`config.mk`:
```
export PLATFORM = sky130hd
export DESIGN_NAME = fpm_mul
export DESIGN_NICKNAME = d
export VERILOG_FILES = /design/src/rtl/fpm_pkg.sv /design/src/rtl/fpm_ppgen.sv /design/src/rtl/fpm_accum.sv /design/src/rtl/fpm_round.sv /design/src/rtl/fpm_mul.sv
export SDC_FILE = /design/constraint.sdc
export NUM_CORES = 2
export LEC_CHECK = 0
export BUFFER_PORTS_ARGS = -buffer_cell sky130_fd_sc_hd__buf_4
export CAP_MARGIN = 40
export CORE_UTILIZATION = 45
export DETAILED_ROUTE_END_ITERATION = 7
export PLACE_DENSITY = 0.63
export SLEW_MARGIN = 15
export SYNTH_ARGS = -nofsm -noshare
export SYNTH_HDL_FRONTEND = slang
export SYNTH_SLANG_ARGS = --single-unit
```
`constraint.sdc`:
```
create_clock -name clk -period 10 [get_ports clk]
set_input_delay 2 -clock clk [delete_from_list [all_inputs] [get_ports clk]]
set_output_delay 2 -clock clk [all_outputs]
set_load 0.03 [all_outputs]
```
`src/rtl/fpm_pkg.sv`:
```
package fpm_pkg;
  // Operand-pair class, decided in the first stage and carried to the last
  typedef enum logic [1:0] {
    CLS_NUM  = 2'd0,
    CLS_ZERO = 2'd1,
    CLS_INF  = 2'd2,
    CLS_NAN  = 2'd3
  } cls_t;
endpackage

```
`src/rtl/fpm_ppgen.sv`:
```
module fpm_ppgen
  import fpm_pkg::*;
#(
  parameter int EXP_W  = 8,
  parameter int FRAC_W = 23,
  parameter int GRP    = 6,
  localparam int DW     = 1 + EXP_W + FRAC_W,
  localparam int MANT_W = FRAC_W + 1,
  localparam int NPP    = (MANT_W + GRP - 1) / GRP,
  localparam int PPW    = MANT_W + GRP,
  localparam int EW     = EXP_W + 2
) (
  input  logic                          clk,
  input  logic                          rst,
  input  logic                          in_valid,
  input  logic [DW-1:0]                 op_a,
  input  logic [DW-1:0]                 op_b,
  output logic                          s1_valid,
  output logic                          s1_sign,
  output logic signed [EW-1:0]          s1_exp,
  output cls_t                          s1_cls,
  output logic [NPP-1:0][PPW-1:0]       s1_pp
);
  localparam int BIAS = (1 << (EXP_W - 1)) - 1;
  localparam logic signed [EW-1:0] BIAS_S = EW'(BIAS);

  logic [EXP_W-1:0]   ea, eb;
  logic [FRAC_W-1:0]  fa, fb;
  logic [MANT_W-1:0]  ma;
  logic [NPP*GRP-1:0] mb_pad;
  logic nan_a, nan_b, inf_a, inf_b, zer_a, zer_b;
  cls_t cls_n;

  assign ea = op_a[FRAC_W +: EXP_W];
  assign eb = op_b[FRAC_W +: EXP_W];
  assign fa = op_a[FRAC_W-1:0];
  assign fb = op_b[FRAC_W-1:0];
  assign ma = {1'b1, fa};
  assign mb_pad = (NPP*GRP)'({1'b1, fb});

  always_comb begin
    nan_a = (&ea) && (|fa);
    nan_b = (&eb) && (|fb);
    inf_a = (&ea) && !(|fa);
    inf_b = (&eb) && !(|fb);
    zer_a = !(|ea);
    zer_b = !(|eb);
    if (nan_a || nan_b || (inf_a && zer_b) || (inf_b && zer_a))
      cls_n = CLS_NAN;
    else if (inf_a || inf_b)
      cls_n = CLS_INF;
    else if (zer_a || zer_b)
      cls_n = CLS_ZERO;
    else
      cls_n = CLS_NUM;
  end

  always_ff @(posedge clk) begin
    if (rst) s1_valid <= 1'b0;
    else     s1_valid <= in_valid;
    s1_sign <= op_a[DW-1] ^ op_b[DW-1];
    s1_exp  <= $signed({2'b00, ea}) + $signed({2'b00, eb}) - BIAS_S;
    s1_cls  <= cls_n;
  end

  // One partial product per multiplier group, unshifted
  for (genvar j = 0; j < NPP; j++) begin : g_pp
    always_ff @(posedge clk) begin
      s1_pp[j] <= PPW'(ma) * PPW'(mb_pad[j*GRP +: GRP]);
    end
  end
endmodule

```
`src/rtl/fpm_accum.sv`:
```
module fpm_accum
  import fpm_pkg::*;
#(
  parameter int EXP_W  = 8,
  parameter int FRAC_W = 23,
  parameter int GRP    = 6,
  localparam int MANT_W = FRAC_W + 1,
  localparam int NPP    = (MANT_W + GRP - 1) / GRP,
  localparam int PPW    = MANT_W + GRP,
  localparam int PW     = 2 * MANT_W,
  localparam int EW     = EXP_W + 2
) (
  input  logic                    clk,
  input  logic                    rst,
  input  logic                    s1_valid,
  input  logic                    s1_sign,
  input  logic signed [EW-1:0]    s1_exp,
  input  cls_t                    s1_cls,
  input  logic [NPP-1:0][PPW-1:0] s1_pp,
  output logic                    s2_valid,
  output logic                    s2_sign,
  output logic signed [EW-1:0]    s2_exp,
  output cls_t                    s2_cls,
  output logic [PW-1:0]           s2_prod
);
  logic [PW-1:0] acc;

  always_comb begin
    acc = '0;
    for (int j = 0; j < NPP; j++)
      acc = acc + (PW'(s1_pp[j]) << (j * GRP));
  end

  always_ff @(posedge clk) begin
    if (rst) s2_valid <= 1'b0;
    else     s2_valid <= s1_valid;
    s2_sign <= s1_sign;
    s2_exp  <= s1_exp;
    s2_cls  <= s1_cls;
    s2_prod <= acc;
  end
endmodule

```
`src/rtl/fpm_round.sv`:
```
module fpm_round
  import fpm_pkg::*;
#(
  parameter int EXP_W  = 8,
  parameter int FRAC_W = 23,
  localparam int MANT_W = FRAC_W + 1,
  localparam int PW     = 2 * MANT_W,
  localparam int EW     = EXP_W + 2
) (
  input  logic                 clk,
  input  logic                 rst,
  input  logic                 s2_valid,
  input  logic                 s2_sign,
  input  logic signed [EW-1:0] s2_exp,
  input  cls_t                 s2_cls,
  input  logic [PW-1:0]        s2_prod,
  output logic                 s3_valid,
  output logic                 s3_sign,
  output logic signed [EW-1:0] s3_exp,
  output cls_t                 s3_cls,
  output logic [FRAC_W-1:0]    s3_frac
);
  logic              hi;
  logic [PW-2:0]     sh;
  logic [FRAC_W-1:0] frac_t;
  logic              guard, sticky, rup;
  logic [FRAC_W:0]   frac_r;
  logic signed [EW-1:0] exp_n;

  always_comb begin
    hi     = s2_prod[PW-1];
    sh     = hi ? s2_prod[PW-2:0] : {s2_prod[PW-3:0], 1'b0};
    frac_t = sh[PW-2 -: FRAC_W];
    guard  = sh[FRAC_W];
    sticky = |sh[FRAC_W-1:0];
    rup    = guard && (sticky || frac_t[0]);
    frac_r = {1'b0, frac_t} + (FRAC_W+1)'(rup);
    exp_n  = s2_exp + EW'(hi) + EW'(frac_r[FRAC_W]);
  end

  always_ff @(posedge clk) begin
    if (rst) s3_valid <= 1'b0;
    else     s3_valid <= s2_valid;
    s3_sign <= s2_sign;
    s3_cls  <= s2_cls;
    s3_exp  <= exp_n;
    s3_frac <= frac_r[FRAC_W-1:0];
  end
endmodule

```
`src/rtl/fpm_mul.sv`:
```
module fpm_mul
  import fpm_pkg::*;
#(
  parameter int EXP_W  = 8,
  parameter int FRAC_W = 23,
  parameter int GRP    = 6,
  localparam int DW     = 1 + EXP_W + FRAC_W,
  localparam int MANT_W = FRAC_W + 1,
  localparam int NPP    = (MANT_W + GRP - 1) / GRP,
  localparam int PPW    = MANT_W + GRP,
  localparam int PW     = 2 * MANT_W,
  localparam int EW     = EXP_W + 2
) (
  input  logic          clk,
  input  logic          rst,
  input  logic          in_valid,
  input  logic [DW-1:0] op_a,
  input  logic [DW-1:0] op_b,
  output logic          out_valid,
  output logic [DW-1:0] result
);
  localparam logic signed [EW-1:0] EMAX = EW'((1 << EXP_W) - 1);
  localparam logic [DW-1:0] QNAN = {1'b0, {EXP_W{1'b1}}, 1'b1, {(FRAC_W-1){1'b0}}};

  logic                    s1_valid, s1_sign;
  logic signed [EW-1:0]    s1_exp;
  cls_t                    s1_cls;
  logic [NPP-1:0][PPW-1:0] s1_pp;
  logic                    s2_valid, s2_sign;
  logic signed [EW-1:0]    s2_exp;
  cls_t                    s2_cls;
  logic [PW-1:0]           s2_prod;
  logic                    s3_valid, s3_sign;
  logic signed [EW-1:0]    s3_exp;
  cls_t                    s3_cls;
  logic [FRAC_W-1:0]       s3_frac;

  fpm_ppgen #(.EXP_W(EXP_W), .FRAC_W(FRAC_W), .GRP(GRP)) u_ppgen (
    .clk(clk), .rst(rst), .in_valid(in_valid), .op_a(op_a), .op_b(op_b),
    .s1_valid(s1_valid), .s1_sign(s1_sign), .s1_exp(s1_exp),
    .s1_cls(s1_cls), .s1_pp(s1_pp)
  );

  fpm_accum #(.EXP_W(EXP_W), .FRAC_W(FRAC_W), .GRP(GRP)) u_accum (
    .clk(clk), .rst(rst),
    .s1_valid(s1_valid), .s1_sign(s1_sign), .s1_exp(s1_exp),
    .s1_cls(s1_cls), .s1_pp(s1_pp),
    .s2_valid(s2_valid), .s2_sign(s2_sign), .s2_exp(s2_exp),
    .s2_cls(s2_cls), .s2_prod(s2_prod)
  );

  fpm_round #(.EXP_W(EXP_W), .FRAC_W(FRAC_W)) u_round (
    .clk(clk), .rst(rst),
    .s2_valid(s2_valid), .s2_sign(s2_sign), .s2_exp(s2_exp),
    .s2_cls(s2_cls), .s2_prod(s2_prod),
    .s3_valid(s3_valid), .s3_sign(s3_sign), .s3_exp(s3_exp),
    .s3_cls(s3_cls), .s3_frac(s3_frac)
  );

  // Final stage: specials, range limits, packing
  always_ff @(posedge clk) begin
    if (rst) begin
      out_valid <= 1'b0;
      result    <= '0;
    end else begin
      out_valid <= s3_valid;
      unique case (s3_cls)
        CLS_NAN:  result <= QNAN;
        CLS_INF:  result <= {s3_sign, {EXP_W{1'b1}}, {FRAC_W{1'b0}}};
        CLS_ZERO: result <= {s3_sign, {(DW-1){1'b0}}};
        default: begin
          if (s3_exp >= EMAX)
            result <= {s3_sign, {EXP_W{1'b1}}, {FRAC_W{1'b0}}};
          else if (s3_exp[EW-1] || (s3_exp == '0))
            result <= {s3_sign, {(DW-1){1'b0}}};
          else
            result <= {s3_sign, s3_exp[EXP_W-1:0], s3_frac};
        end
      endcase
    end
  end
endmodule

```
==> metrics.cfg <==
[run_status]
status = completed

[clock_network]
post-cts-setup-buffers = 0
htreeDepth = 1
cts_tree = done
cts_root_buffer = clkbuf_16
cts_hold_buf = 0
max-clock-path-buffers = 3
clkSlewWorstSetupHoldPaths_ps = 60
ctsResizeCount = 0
clkLatencyLatePin_ps = 600
cts.sinks = 266
cts_buffers = 31

[drt]
route.detailed.drc = 0
vias_per_cell = 5.335
num_vias = 20820
detail-route-antenna-nets = 0
wire_per_inst_um = 17.57
firstDrtPassIters = 6
drt_wl_total_um = 68540
drt_iter0_drc = 1254

[place]
numPlacedInstances = 3846
hpwl_um = 52820
numPortBuffers = 99
placed_cell_area_um2 = 28600
gp_congestion = 0.9361

[finish]
final_cell_mix = nand2_1, inv_1, fa_1
final-seq-area_um2 = 5325
instances_no_fill = 3902
stdcell_area_um2 = 29730
final_util_pct = 49.91
n_fill_cell = 5573
multi_input_area_um2 = 19840
drive_gt1_share_pct = 6.424
final_nets = 3779
area_delta_synth_final_pct = 8.730
final_common_cell = nand2_1
diodes = 0

[sta]
fin_skew_ps = 35.42
slew_viol_final = 0
finalHoldViolCount = 0
finalCriticalPeriod_ps = 6183
tightest_slew_ps = 840.9
fmax_mhz = 161.7
rsz0062_at_grt = false
hold_ws_ps = 321.1
slew_headroom_pct = 43.42
totalNegativeSetupSlack_ps = 0
setup_viol = 0
fin_crit_sh_pct = 61.83

[pwr]
powerDensity_nw_per_um2 = 374.4
p_clk_share_pct = 11.2
peakVddDrop_mv = 0.2079
p_sw_share_pct = 48.39
p_comb_share_pct = 72.0
p_leak_nw = 14.71
switchingPower_w = 0.005387
power_frac_seq_pct = 16.8
p_int_w = 0.005745

[floorplanning]
dieHeight_um = 248.5
core_area_um2 = 59580
dieWidth_um = 248.5
dieArea_um2 = 61760
io_pins = 100
initial_core_util_pct = 45.90
std_cell_rows = 89

[synth]
synth_top_area_share_pct = 27.75
synthTopCellsByArea = fa_1, dfxtp_1, ha_1
yosysSeqAreaShare_pct = 19.47
syn_avg_cell_area_um2 = 8.853
synth_area_um2 = 27350
ys.warnings.count = 0
synth.distinct_cells = 84
ys_ff_latch = 266
synthCells = 3089
synthFlopType = dfxtp_1
synthArstFlopShare_pct = 0
syn_nets = 3762
yosysTopAreaCell = fa_1
synth-edff-count = 0

[setup_path]
crit_type = input pin to flop
cpMostUsedCell = fa_1
cp-start-kind = input pin
critical_path.max_stage_delay_ps = 550
end_kind = flop
crit_chain = buf_4 > nand2_1 > fa_1 > inv_1 > fa_1 > fa_1 > ha_1 > a211oi_1 > o21ai_1 > a311oi_1 > nor2_1 > o22ai_2 > o31ai_2 > or4_1 > a31oi_1 > xnor2_1
critPathArrivalTime_ps = 6680
cp_slowest_cell = fa_1
critical_path_required_ps = 10500
cp_max_fo = 25

[grt]
grt_overflow_total = 0
busiest_layer = met2
grt_usage_pct = 22.58
grt_pass1_vias = 21830
antenna_found_initial = 1
use_met1_pct = 29.68
grt_pass1_wl_um = 112800
grt_start_max_net_pins = 49
grt_use_met2_pct = 38.94
use_met3_pct = 2.523

[run]
drv_cap = 0

[hold_path]
hold_path_class = flop to flop

==> critical path, delay by kind of cell <==
kind,cells,cell delay [ps]
adders and majority gates,4,1900
xor gates and xnor gates,1,130
buffers and inverters,2,400
AOI/OAI and AO/OA,6,1520
and+or+nand+nor,3,700
==> logic make-up (layout without fill, tap and decap cells) <==
family	after synthesis	after routing	share of synthesized area (%)
adder cells (fa/ha/maj)	606	606	38.13
XOR/XNOR	203	203	6.502
multiplexers	7	7	0.3157
flip-flops	266	266	19.47
AND/OR/NAND/NOR	976	976	16.56
buffers and inverters	573	613	8.007
AO/OA/AOI/OAI	458	458	11.01
==> cell usage after synthesis (19+ instances only) <==
| cell type | n |
|---|---|
| nand4_1 | 26 |
| nor3_1 | 23 |
| o21ai_0 | 80 |
| clkbuf_1 | 109 |
| xor2_1 | 76 |
| nor4_1 | 26 |
| fa_1 | 379 |
| inv_1 | 456 |
| nand3_1 | 44 |
| ha_1 | 227 |
| o21bai_1 | 20 |
| a21o_1 | 74 |
| and2_1 | 138 |
| dfxtp_1 | 266 |
| nand2b_1 | 26 |
| nor2b_1 | 22 |
| xnor2_1 | 127 |
| nand2_1 | 528 |
| a21oi_1 | 151 |
| nor2_1 | 90 |
| and3_1 | 19 |
==> power by group through the flow <==
stage	registers (W)	logic [W]	clock network, W
2_1_floorplan	0.00187	0.00616	0
3_3_place_gp	0.00189	0.00781	0
3_5_place_dp	0.00190	0.00795	0
4_1_cts	0.00188	0.00800	0.00128
5_1_grt	0.00192	0.00902	0.00132
6_report	0.00187	0.00801	0.00125
==> state kept, by name (all words and copies together), names as in the netlist, 2 cells and up <==
signal and cells:
u_accum.s2_cls 2, u_ppgen.s1_exp 10, u_accum.s2_prod 48, u_ppgen.s1_cls 2
result 32, u_round.s3_exp 10, u_ppgen.s1_pp 120, u_round.s3_frac 23
u_accum.s2_exp 10, u_round.s3_cls 2
==> cell type report <==
cell class / count / share of cell area (%)
Clock buffer: 37 / 2.786
Multi-Input combinational cell: 2250 / 66.72
Clock inverter: 19 / 1.027
Tap cell: 773 / 3.253
Sequential cell: 266 / 17.91
Timing Repair Buffer: 101 / 2.550
Inverter: 456 / 5.757
==> metrics by stage <==
stage / setup slack (ps) / power (W)
final: 3817 / 0.01113
after global routing: 3543 / 0.01227
after CTS: 3891 / 0.01115
after detailed placement: 3278 / 0.009847
after global placement: 3361 / 0.009699
after floorplan: 3803 / 0.008025
==> final timing paths <==
path	startpoint	end	slack, ps	depth (start not counted)
max	op_b[17]	u_ppgen.s1_pp[89]	3820	16
min reg2reg	u_ppgen.s1_pp[0]	u_accum.s2_prod[0]	320	0
max reg2reg	u_ppgen.s1_pp[7]	u_accum.s2_prod[46]	3950	22
min	u_ppgen.s1_pp[0]	u_accum.s2_prod[0]	320	0
==> routing by layer <==
layer	up-vias	part of all wire (%)
li1	9865	-
met4	0	2.9
met3	139	6.0
met1	10190	44
met2	620	48
met5	-	0
Note: power is estimated with default switching activity, not from simulation.
